==> src/rtl/wpg_pkg.sv <==
package wpg_pkg;
  typedef enum logic [3:0] {
    CLS_READ      = 4'd0,
    CLS_PROG_ON   = 4'd1,
    CLS_PROG_OFF  = 4'd2,
    CLS_ERASE     = 4'd3,
    CLS_WRITE     = 4'd4,
    CLS_ERASE_ALL = 4'd5,
    CLS_WRITE_ALL = 4'd6,
    CLS_THR_READ  = 4'd7,
    CLS_ARM       = 4'd8,
    CLS_CLEAR     = 4'd9,
    CLS_SET_THR   = 4'd10,
    CLS_LOCK      = 4'd11
  } cls_e;

  localparam int unsigned CLS_W = 4;

  typedef struct packed {
    logic ok;
    logic prog_set;
    logic prog_clr;
    logic arm_set;
    logic thr_clear;
    logic thr_load;
    logic lock_set;
  } verdict_t;
endpackage

==> src/rtl/wpg_reset_sync.sv <==
module wpg_reset_sync #(
  parameter int unsigned STAGES = 2
) (
  input  logic clk,
  input  logic rst_n,
  output logic rst_sync_n
);
  logic [STAGES-1:0] chain_q;

  always_ff @(posedge clk or negedge rst_n) begin
    if (!rst_n) chain_q <= '0;
    else        chain_q <= {chain_q[STAGES-2:0], 1'b1};
  end

  assign rst_sync_n = chain_q[STAGES-1];
endmodule

==> src/rtl/wpg_decide.sv <==
module wpg_decide
  import wpg_pkg::*;
#(
  parameter int unsigned AW = 8
) (
  input  logic [CLS_W-1:0] cls,
  input  logic [AW-1:0]    addr,
  input  logic             pin_prot,
  input  logic             pin_prog,
  input  logic             prog_en,
  input  logic             armed,
  input  logic             cleared,
  input  logic             locked,
  input  logic [AW-1:0]    thr,
  output verdict_t         verdict
);
  logic     is_normal;
  logic     is_protcls;
  logic     pin_ok;
  logic     in_region;
  logic     rule_ok;
  verdict_t effect;

  always_comb begin
    is_normal  = (cls <= CLS_WRITE_ALL);
    is_protcls = (cls >= CLS_THR_READ) && (cls <= CLS_LOCK);
    pin_ok     = (is_normal && !pin_prot) || (is_protcls && pin_prot);
    in_region  = !cleared && (addr >= thr);
  end

  always_comb begin
    rule_ok = 1'b0;
    effect  = '0;
    unique case (cls)
      CLS_READ:      rule_ok = 1'b1;
      CLS_PROG_ON: begin
        rule_ok         = pin_prog;
        effect.prog_set = 1'b1;
      end
      CLS_PROG_OFF: begin
        rule_ok         = 1'b1;
        effect.prog_clr = 1'b1;
      end
      CLS_ERASE,
      CLS_WRITE:     rule_ok = prog_en && pin_prog && !in_region;
      CLS_ERASE_ALL,
      CLS_WRITE_ALL: rule_ok = prog_en && pin_prog && cleared;
      CLS_THR_READ:  rule_ok = 1'b1;
      CLS_ARM: begin
        rule_ok        = prog_en && pin_prog;
        effect.arm_set = 1'b1;
      end
      CLS_CLEAR: begin
        rule_ok          = armed && pin_prog && !locked;
        effect.thr_clear = 1'b1;
      end
      CLS_SET_THR: begin
        rule_ok         = armed && pin_prog && !locked && cleared;
        effect.thr_load = 1'b1;
      end
      CLS_LOCK: begin
        rule_ok         = armed && pin_prog && !locked;
        effect.lock_set = 1'b1;
      end
      default:       rule_ok = 1'b0;
    endcase
  end

  always_comb begin
    verdict    = '0;
    verdict.ok = rule_ok && pin_ok;
    if (verdict.ok) begin
      verdict.prog_set  = effect.prog_set;
      verdict.prog_clr  = effect.prog_clr;
      verdict.arm_set   = effect.arm_set;
      verdict.thr_clear = effect.thr_clear;
      verdict.thr_load  = effect.thr_load;
      verdict.lock_set  = effect.lock_set;
    end
  end
endmodule

==> src/rtl/wpg_state.sv <==
module wpg_state
  import wpg_pkg::*;
#(
  parameter int unsigned AW = 8
) (
  input  logic          clk,
  input  logic          rst_n,
  input  logic          cmd_vld,
  input  logic [AW-1:0] cmd_addr,
  input  verdict_t      verdict,
  output logic          prog_en_q,
  output logic          armed_q,
  output logic          cleared_q,
  output logic          locked_q,
  output logic [AW-1:0] thr_q
);
  logic          prog_en_d;
  logic          armed_d;
  logic          cleared_d;
  logic          locked_d;
  logic [AW-1:0] thr_d;
  logic          thr_en;

  always_comb begin
    prog_en_d = prog_en_q;
    armed_d   = armed_q;
    cleared_d = cleared_q;
    locked_d  = locked_q;
    thr_d     = thr_q;
    thr_en    = 1'b0;
    if (cmd_vld) begin
      armed_d = verdict.arm_set;
      if (verdict.prog_set) prog_en_d = 1'b1;
      if (verdict.prog_clr) prog_en_d = 1'b0;
      if (verdict.thr_clear) cleared_d = 1'b1;
      if (verdict.thr_load) begin
        cleared_d = 1'b0;
        thr_d     = cmd_addr;
        thr_en    = 1'b1;
      end
      if (verdict.lock_set) locked_d = 1'b1;
    end
  end

  always_ff @(posedge clk or negedge rst_n) begin
    if (!rst_n) begin
      prog_en_q <= 1'b0;
      armed_q   <= 1'b0;
      cleared_q <= 1'b1;
      locked_q  <= 1'b0;
    end else begin
      prog_en_q <= prog_en_d;
      armed_q   <= armed_d;
      cleared_q <= cleared_d;
      locked_q  <= locked_d;
    end
  end

  always_ff @(posedge clk or negedge rst_n) begin
    if (!rst_n)      thr_q <= '0;
    else if (thr_en) thr_q <= thr_d;
  end
endmodule

==> src/rtl/wpg_top.sv <==
module wpg_top
  import wpg_pkg::*;
#(
  parameter int unsigned AW = 8
) (
  input  logic             clk,
  input  logic             rst_n,
  input  logic             cmd_vld,
  input  logic [CLS_W-1:0] cmd_cls,
  input  logic [AW-1:0]    cmd_addr,
  input  logic             pin_prot,
  input  logic             pin_prog,
  output logic             allow,
  output logic             abort,
  output logic [AW-1:0]    thr_rd
);
  logic          rst_sync_n;
  logic          prog_en_q;
  logic          armed_q;
  logic          cleared_q;
  logic          locked_q;
  logic [AW-1:0] thr_q;
  verdict_t      verdict;
  logic          allow_d;
  logic          abort_d;

  wpg_reset_sync #(.STAGES(2)) u_rst (
    .clk        (clk),
    .rst_n      (rst_n),
    .rst_sync_n (rst_sync_n)
  );

  wpg_decide #(.AW(AW)) u_decide (
    .cls      (cmd_cls),
    .addr     (cmd_addr),
    .pin_prot (pin_prot),
    .pin_prog (pin_prog),
    .prog_en  (prog_en_q),
    .armed    (armed_q),
    .cleared  (cleared_q),
    .locked   (locked_q),
    .thr      (thr_q),
    .verdict  (verdict)
  );

  wpg_state #(.AW(AW)) u_state (
    .clk       (clk),
    .rst_n     (rst_sync_n),
    .cmd_vld   (cmd_vld),
    .cmd_addr  (cmd_addr),
    .verdict   (verdict),
    .prog_en_q (prog_en_q),
    .armed_q   (armed_q),
    .cleared_q (cleared_q),
    .locked_q  (locked_q),
    .thr_q     (thr_q)
  );

  always_comb begin
    allow_d = cmd_vld && verdict.ok;
    abort_d = cmd_vld && !verdict.ok;
  end

  always_ff @(posedge clk or negedge rst_sync_n) begin
    if (!rst_sync_n) begin
      allow <= 1'b0;
      abort <= 1'b0;
    end else begin
      allow <= allow_d;
      abort <= abort_d;
    end
  end

  assign thr_rd = cleared_q ? {AW{1'b1}} : thr_q;
endmodule

==> config.mk <==
export PLATFORM = sky130hd
export DESIGN_NAME = wpg_top
export DESIGN_NICKNAME = d
export VERILOG_FILES = /design/src/rtl/wpg_pkg.sv /design/src/rtl/wpg_reset_sync.sv /design/src/rtl/wpg_decide.sv /design/src/rtl/wpg_state.sv /design/src/rtl/wpg_top.sv
export SDC_FILE = /design/constraint.sdc
export NUM_CORES = 1
export LEC_CHECK = 0
export ABC_AREA = 1
export BUFFER_PORTS_ARGS = -buffer_cell sky130_fd_sc_hd__buf_4
export CAP_MARGIN = 30
export CORE_MARGIN = 2
export CORE_UTILIZATION = 57
export CTS_CLUSTER_DIAMETER = 150
export DETAILED_ROUTE_END_ITERATION = 10
export PLACE_DENSITY = 0.88
export SETUP_SLACK_MARGIN = 0.02
export SLEW_MARGIN = 20
export SYNTH_ARGS = -nofsm -noshare
export SYNTH_HDL_FRONTEND = slang
export SYNTH_SLANG_ARGS = --single-unit
==> constraint.sdc <==
create_clock -name clk -period 3.2 [get_ports clk]
set_input_delay 0.8 -clock clk [delete_from_list [all_inputs] [get_ports clk]]
set_output_delay 0.8 -clock clk [all_outputs]
set_load 0.01 [all_outputs]
==> impl_metrics.csv, run 1 <==
group,metric,value,unit
clocking,cts.reportedPaths.clkPinSlew,100,ps
sta,fmax,0.4613,GHz
layout,final_core_util,72.23,%
worst_setup_path,crit_chain,"clkinv_1 -> nand2_1 -> buf_4",
pwr,p_leak,0.7390,nW
sta,rsz0062_at_grt,"false",
sta,setup_ws,1032,ps
clocking,clockRootBuffer,"clkbuf_4",
worst_setup_path,critPathMaxStageDelay,560,ps
placement,numPortBuffers,26,
sta,finalHoldViolCount,0,
clocking,tritoncts,"built",
synthesis,synth_area_leader_cell,"dfrtp_1",
worst_setup_path,critPathMaxFanout,9,
sta,report.final.slew_viol_count,0,
clocking,clockBufferDepth,2,
synthesis,yosysSeqAreaShare,34.70,%
synthesis,ys_warn_count,0,
placement,dp_hpwl,2.035,mm
worst_setup_path,crit_type,"reg2out",
worst_setup_path,crit_arrival,1370,ps
layout,drive_gt1_share,30.98,%
worst_setup_path,path_delay_family,"flip-flops",
layout,antenna_cells,0,
drt,ant_nets,0,
clocking,cts_resized,0,
sta,finalCriticalPeriod,2168,ps
drt,first_pass_iters,4,
clocking,clk_latency,290,ps
floorplanning,ios,27,
global_routing,met2_usage,40.77,%
pwr,peakVddDrop,385.3,uV
layout,final_common_cell,"nand2_1",
sta,setup_viol,0,
global_routing,grt_pass1_wl,4.298,mm
worst_setup_path,worstPathRequired,2400,ps
pwr,powerDensity,421.9,mW/mm^2
layout,mostFrequentLayoutCells,"nand2_1 (45), inv_1 (26), buf_4 (26)",
layout,fin_area,0.001403,sq mm
sta,tightest_slew,579.5,ps
floorplanning,coreArea,0.001942,sq mm
global_routing,grt_pass1_vias,1088,
global_routing,globalRouteMet1Util,25.93,%
worst_setup_path,crit_buf_inv,2,
global_routing,overflow,0,
synthesis,syn_area_per_cell,7.467,sq um
run,max_cap_viol_count,0,
placement,gp_congestion,0.8788,
synthesis,synthDominantCellAreaShare,32.43,%
synthesis,synthesis.area,0.001157,sq mm
layout,areaGrowthSynthToFinish,21.19,%
sta,post-route-period-util,67.75,%
floorplanning,die_w,49.06,um
clocking,post_cts_buffers,0,
worst_setup_path,crit_path_start_kind,"flop",
global_routing,antenna_found_initial,0,
worst_setup_path,cpMaxStageDelayCell,"dfstp_2",
sta,maxSlewHeadroom,61.37,%
synthesis,ys_ff_latch,16,
sta,setup_tns,0,ps
floorplanning,fp.dieH,49.06,um
global_routing,grt_max_degree,18,
worst_setup_path,worstSetupEndpointType,"primary output",
pwr,p_total,591.8,uW
drt,finalWirelength,2.500,mm
floorplanning,dieArea,0.002407,sq mm
drt,via_per_inst,5.033,
global_routing,globalRoute.busiestLayer,"met2",
drt,drt_iter0_drc,20,
placement,dp_slack,814.4,ps
floorplanning,initial_core_util,59.60,%
clocking,cts_inserted_buffers,3,
clocking,cts.htree.levels,1,
placement,place_area,0.001366,sq mm
sta,fin_skew,3.963,ps
clocking,cts_sinks,16,
hold_path,min_path_type,"reg2async",
synthesis,syn_inst,155,
global_routing,use_met3,6.442,%
outcome,outcome,"finished clean",
drt,routedWlPerCell,11.85,um
synthesis,synth_cell_types,26,
floorplanning,num_rows,16,
synthesis,synthTopCellsByArea,"dfrtp_1 (32%), nand2_1 (15%), ha_1 (8.6%)",
drt,drc,0,
clocking,hold_buffers,0,
layout,fin_nets,210,
synthesis,syn_nets,180,
global_routing,gr-usage-all-layers,22.86,%
drt,vias,1062,
==> synthesized netlist by cell type <==
cell and n:
o21ai_2 8, inv_2 5, nand4_1 3, nor2_2 2, nor3_1 4, nand3_1 3, conb_1 1, buf_12 1
dfstp_2 1, o21a_1 1, a31oi_4 1, o21ai_1 1, nand3_4 1, nor2_1 11, clkinv_1 2, a21oi_1 6
nand2_2 4, nand3_2 1, ha_1 8, or2_2 1, nand2_1 45, dfrtp_1 15, inv_1 26, nand2_4 2
o21ai_0 1, nor2_4 1
==> logic make-up (layout without fill, tap and decap cells) <==
group / count (synthesis) / in the layout / share of synthesized area [%]
and+or+nand+nor: 78 / 78 / 31.89
buffers and inverters: 34 / 63 / 12.43
adders and majority gates: 8 / 8 / 8.649
AOI/OAI and AO/OA: 18 / 18 / 12.00
DFF: 16 / 16 / 34.70
other: 1 / 1 / 0.3240
==> area by class of cell <==
class,instances,area (sq um)
clock buffers,4,36.28
fillers,162,539.3
multi-input cells,105,611.8
flip-flops and latches,16,401.6
repair buffers,26,195.2
well taps,27,33.78
inverters,33,123.9
==> routing by layer <==
layer	routed length, um	vias to the layer above
met5	0	-
met3	122	8
met2	1338	28
li1	-	533
met4	48	0
met1	990	493
==> stage by stage <==
step           std cells  hold WS, ps
2_1_floorplan        155        172.7
3_3_place_gp         207        235.3
3_5_place_dp         207        264.1
4_1_cts              211        264.7
5_1_grt              211        251.8
6_report             211        239.2
==> flip-flops by register name, indices dropped and copies added, names as in the netlist <==
| register | count |
|---|---|
| u_state.armed_q | 1 |
| abort | 1 |
| u_state.locked_q | 1 |
| u_state.prog_en_q | 1 |
| u_state.cleared_q | 1 |
| allow | 1 |
| u_rst.chain_q | 2 |
| u_state.thr_q | 8 |
==> power by group <==
| group | switching (mW) | internal, mW |
|---|---|---|
| Sequential | 0.0172 | 0.226 |
| Combinational | 0.118 | 0.0933 |
| Clock | 0.0678 | 0.0694 |
==> final timing paths <==
path                              startpoint                 to  slack (ps)  cells after the start
max                        u_state.cleared_q          thr_rd[5]        1030                      3
min in group clk            u_rst.chain_q[0]   u_rst.chain_q[1]         360                      0
max reg2reg                 u_state.thr_q[2]   u_state.thr_q[0]        1310                     14
max in group asynchronous   u_rst.chain_q[1]  u_state.cleared_q        2580                      0
min                         u_rst.chain_q[1]   u_state.thr_q[2]         240                      0
min reg2reg                 u_rst.chain_q[1]   u_state.thr_q[2]         240                      0
Note: power is estimated with default switching activity, not from simulation.
==> inputs of run 2 (changes only) <==
--- a/config.mk
+++ b/config.mk
@@ -9,10 +9,10 @@
 export BUFFER_PORTS_ARGS = -buffer_cell sky130_fd_sc_hd__buf_4
 export CAP_MARGIN = 30
 export CORE_MARGIN = 2
-export CORE_UTILIZATION = 57
+export CORE_UTILIZATION = 53
 export CTS_CLUSTER_DIAMETER = 150
 export DETAILED_ROUTE_END_ITERATION = 10
-export PLACE_DENSITY = 0.88
+export PLACE_DENSITY = 0.83
 export SETUP_SLACK_MARGIN = 0.02
 export SLEW_MARGIN = 20
 export SYNTH_ARGS = -nofsm -noshare
==> constraint.sdc (replaced) <==
create_clock -name clk -period 2.25 [get_ports clk]
set_input_delay 0.5625 -clock clk [delete_from_list [all_inputs] [get_ports clk]]
set_output_delay 0.5625 -clock clk [all_outputs]
set_load 0.01 [all_outputs]
==> run 2 against run 1 <==
Largest cell class unchanged. Register-to-register slack got worse by 930 ps. Sequential power increased by 42%. Core utilization decreased by 2.2 points. Clock power increased by 47%. Routed wire length decreased by 1.7%. Hold slack got worse by 220 ps. Design area unchanged. Power increased by 42%. Highest routed layer unchanged. Critical path type unchanged.
==> impl_metrics.csv, run 2 (synthesis gave the netlist of run 1 again) <==
group,metric,value,unit
worst_setup_path,critPathMaxFanout,9,
clocking,clockRootBuffer,"clkbuf_4",
placement,dp_hpwl,1.926,mm
placement,post-place-cells,207,
layout,final_common_cell,"nand2_1",
clocking,clockBufferDepth,2,
clocking,cts_resized,0,
sta,setup_tns,0,ps
pwr,powerDensity,600.4,mW/mm^2
floorplanning,dieArea,0.002574,sq mm
floorplanning,die_w,50.73,um
drt,drt_iter0_drc,24,
global_routing,grt_pass1_vias,1041,
placement,gp_congestion,0.9025,
placement,dp_slack,106.0,ps
clocking,cts_sinks,16,
worst_setup_path,crit_type,"reg2out",
drt,drc,0,
clocking,hold_buffers,0,
floorplanning,num_rows,16,
floorplanning,ios,27,
floorplanning,fp.dieH,50.73,um
sta,maxSlewHeadroom,60.76,%
layout,areaGrowthSynthToFinish,21.19,%
worst_setup_path,worstPathRequired,1690,ps
placement,numPortBuffers,26,
sta,fin_skew,3.712,ps
layout,reg.largest.list,"u_state.thr_q x8, u_rst.chain_q x2",
clocking,cts_inserted_buffers,3,
pwr,peakVddDrop,426.7,uV
sta,post-route-period-util,84.73,%
worst_setup_path,r2r_cells,14,
worst_setup_path,crit_arrival,1340,ps
global_routing,overflow,0,
layout,drive_gt1_share,30.98,%
global_routing,grt_max_degree,18,
worst_setup_path,reg2reg_to,"u_state.thr_q[5]",
hold_path,min_path_type,"in2async",
sta,setup_viol,0,
layout,antenna_cells,0,
sta,setup_ws,343.5,ps
clocking,clk_latency,300,ps
outcome,outcome,"finished clean",
sta,finalHoldViolCount,0,
worst_setup_path,reg2reg_slack,380,ps
clocking,cts.reportedPaths.clkPinSlew,100,ps
drt,vias,1046,
floorplanning,coreArea,0.002002,sq mm
drt,ant_nets,0,
run,max_cap_viol_count,0,
drt,finalWirelength,2.458,mm
placement,place_area,0.001366,sq mm
layout,fin_area,0.001403,sq mm
global_routing,grt_pass1_wl,4.167,mm
worst_setup_path,crit_path_start_kind,"flop",
layout,fin_nets,210,
layout,mostFrequentLayoutCells,"nand2_1 (45), inv_1 (26), buf_4 (26)",
sta,hold_ws,22.38,ps
global_routing,gr-usage-all-layers,21.44,%
layout,largest_reg_flops,8,
sta,report.final.slew_viol_count,0,
drt,routedWlPerCell,11.65,um
sta,rsz0062_at_grt,"false",
drt,first_pass_iters,4,
layout,largest-register,"u_state.thr_q",
clocking,cts.htree.levels,1,
global_routing,antenna_found_initial,0,
pwr,p_leak,0.7390,nW
worst_setup_path,worstSetupEndpointType,"primary output",
sta,fmax,0.5245,GHz
sta,tightest_slew,588.6,ps
clocking,tritoncts,"built",
floorplanning,initial_core_util,57.81,%
sta,finalCriticalPeriod,1906,ps
layout,stdcell_count,211,
clocking,post_cts_buffers,0,
drt,via_per_inst,4.957,
worst_setup_path,r2r-start,"u_state.thr_q[1]",
==> run 2: cell counts in the layout (fill, tap and decap cells not counted) <==
Identical to the previous run, type by type.
==> run 2: critical path, stage by stage (launching register included) <==
cell and delay, ps:
dfstp_2 560, clkinv_1 220, nand2_1 140, buf_4 120
==> run 2: per-layer routing <==
metal  wire length (um)  part of all wire [%]  global-route usage (%)
met5                  0                     0                       0
met3                 84                   3.4                   3.571
met2               1283                    52                   40.79
met1               1039                    42                   23.58
met4                 51                   2.1                   7.658
==> run 2: worst max path at each step <==
stage	startpoint	to	slack, ps
6_report	u_state.cleared_q	thr_rd[6]	340
5_1_grt	u_state.thr_q[3]	u_state.thr_q[5]	170
4_1_cts	u_state.cleared_q	thr_rd[6]	330
3_5_place_dp	cmd_addr[1]	u_state.thr_q[5]	110
3_3_place_gp	cmd_addr[3]	u_state.thr_q[1]	160
2_1_floorplan	cmd_addr[3]	u_state.thr_q[3]	400
==> run 2: where the power goes <==
part	total (mW)	switching [mW]	internal, mW
combinational	0.296	0.164	0.132
sequential	0.344	0.0233	0.321
clock	0.201	0.103	0.0988
total	0.842	0.290	0.552
==> run 2: area by class of cell <==
class	instances	area, sq um
inverters	33	123.9
flip-flops and latches	16	401.6
clock buffers	4	36.28
well taps	27	33.78
fillers	159	599.3
multi-input cells	105	611.8
repair buffers	26	195.2
==> run 2: stage by stage <==
step           total power, mW  util, %
2_1_floorplan           0.5261        -
3_3_place_gp            0.6317    68.25
3_5_place_dp            0.6465    68.25
4_1_cts                 0.8453    70.06
5_1_grt                 0.8982    70.06
6_report                0.8422    70.06
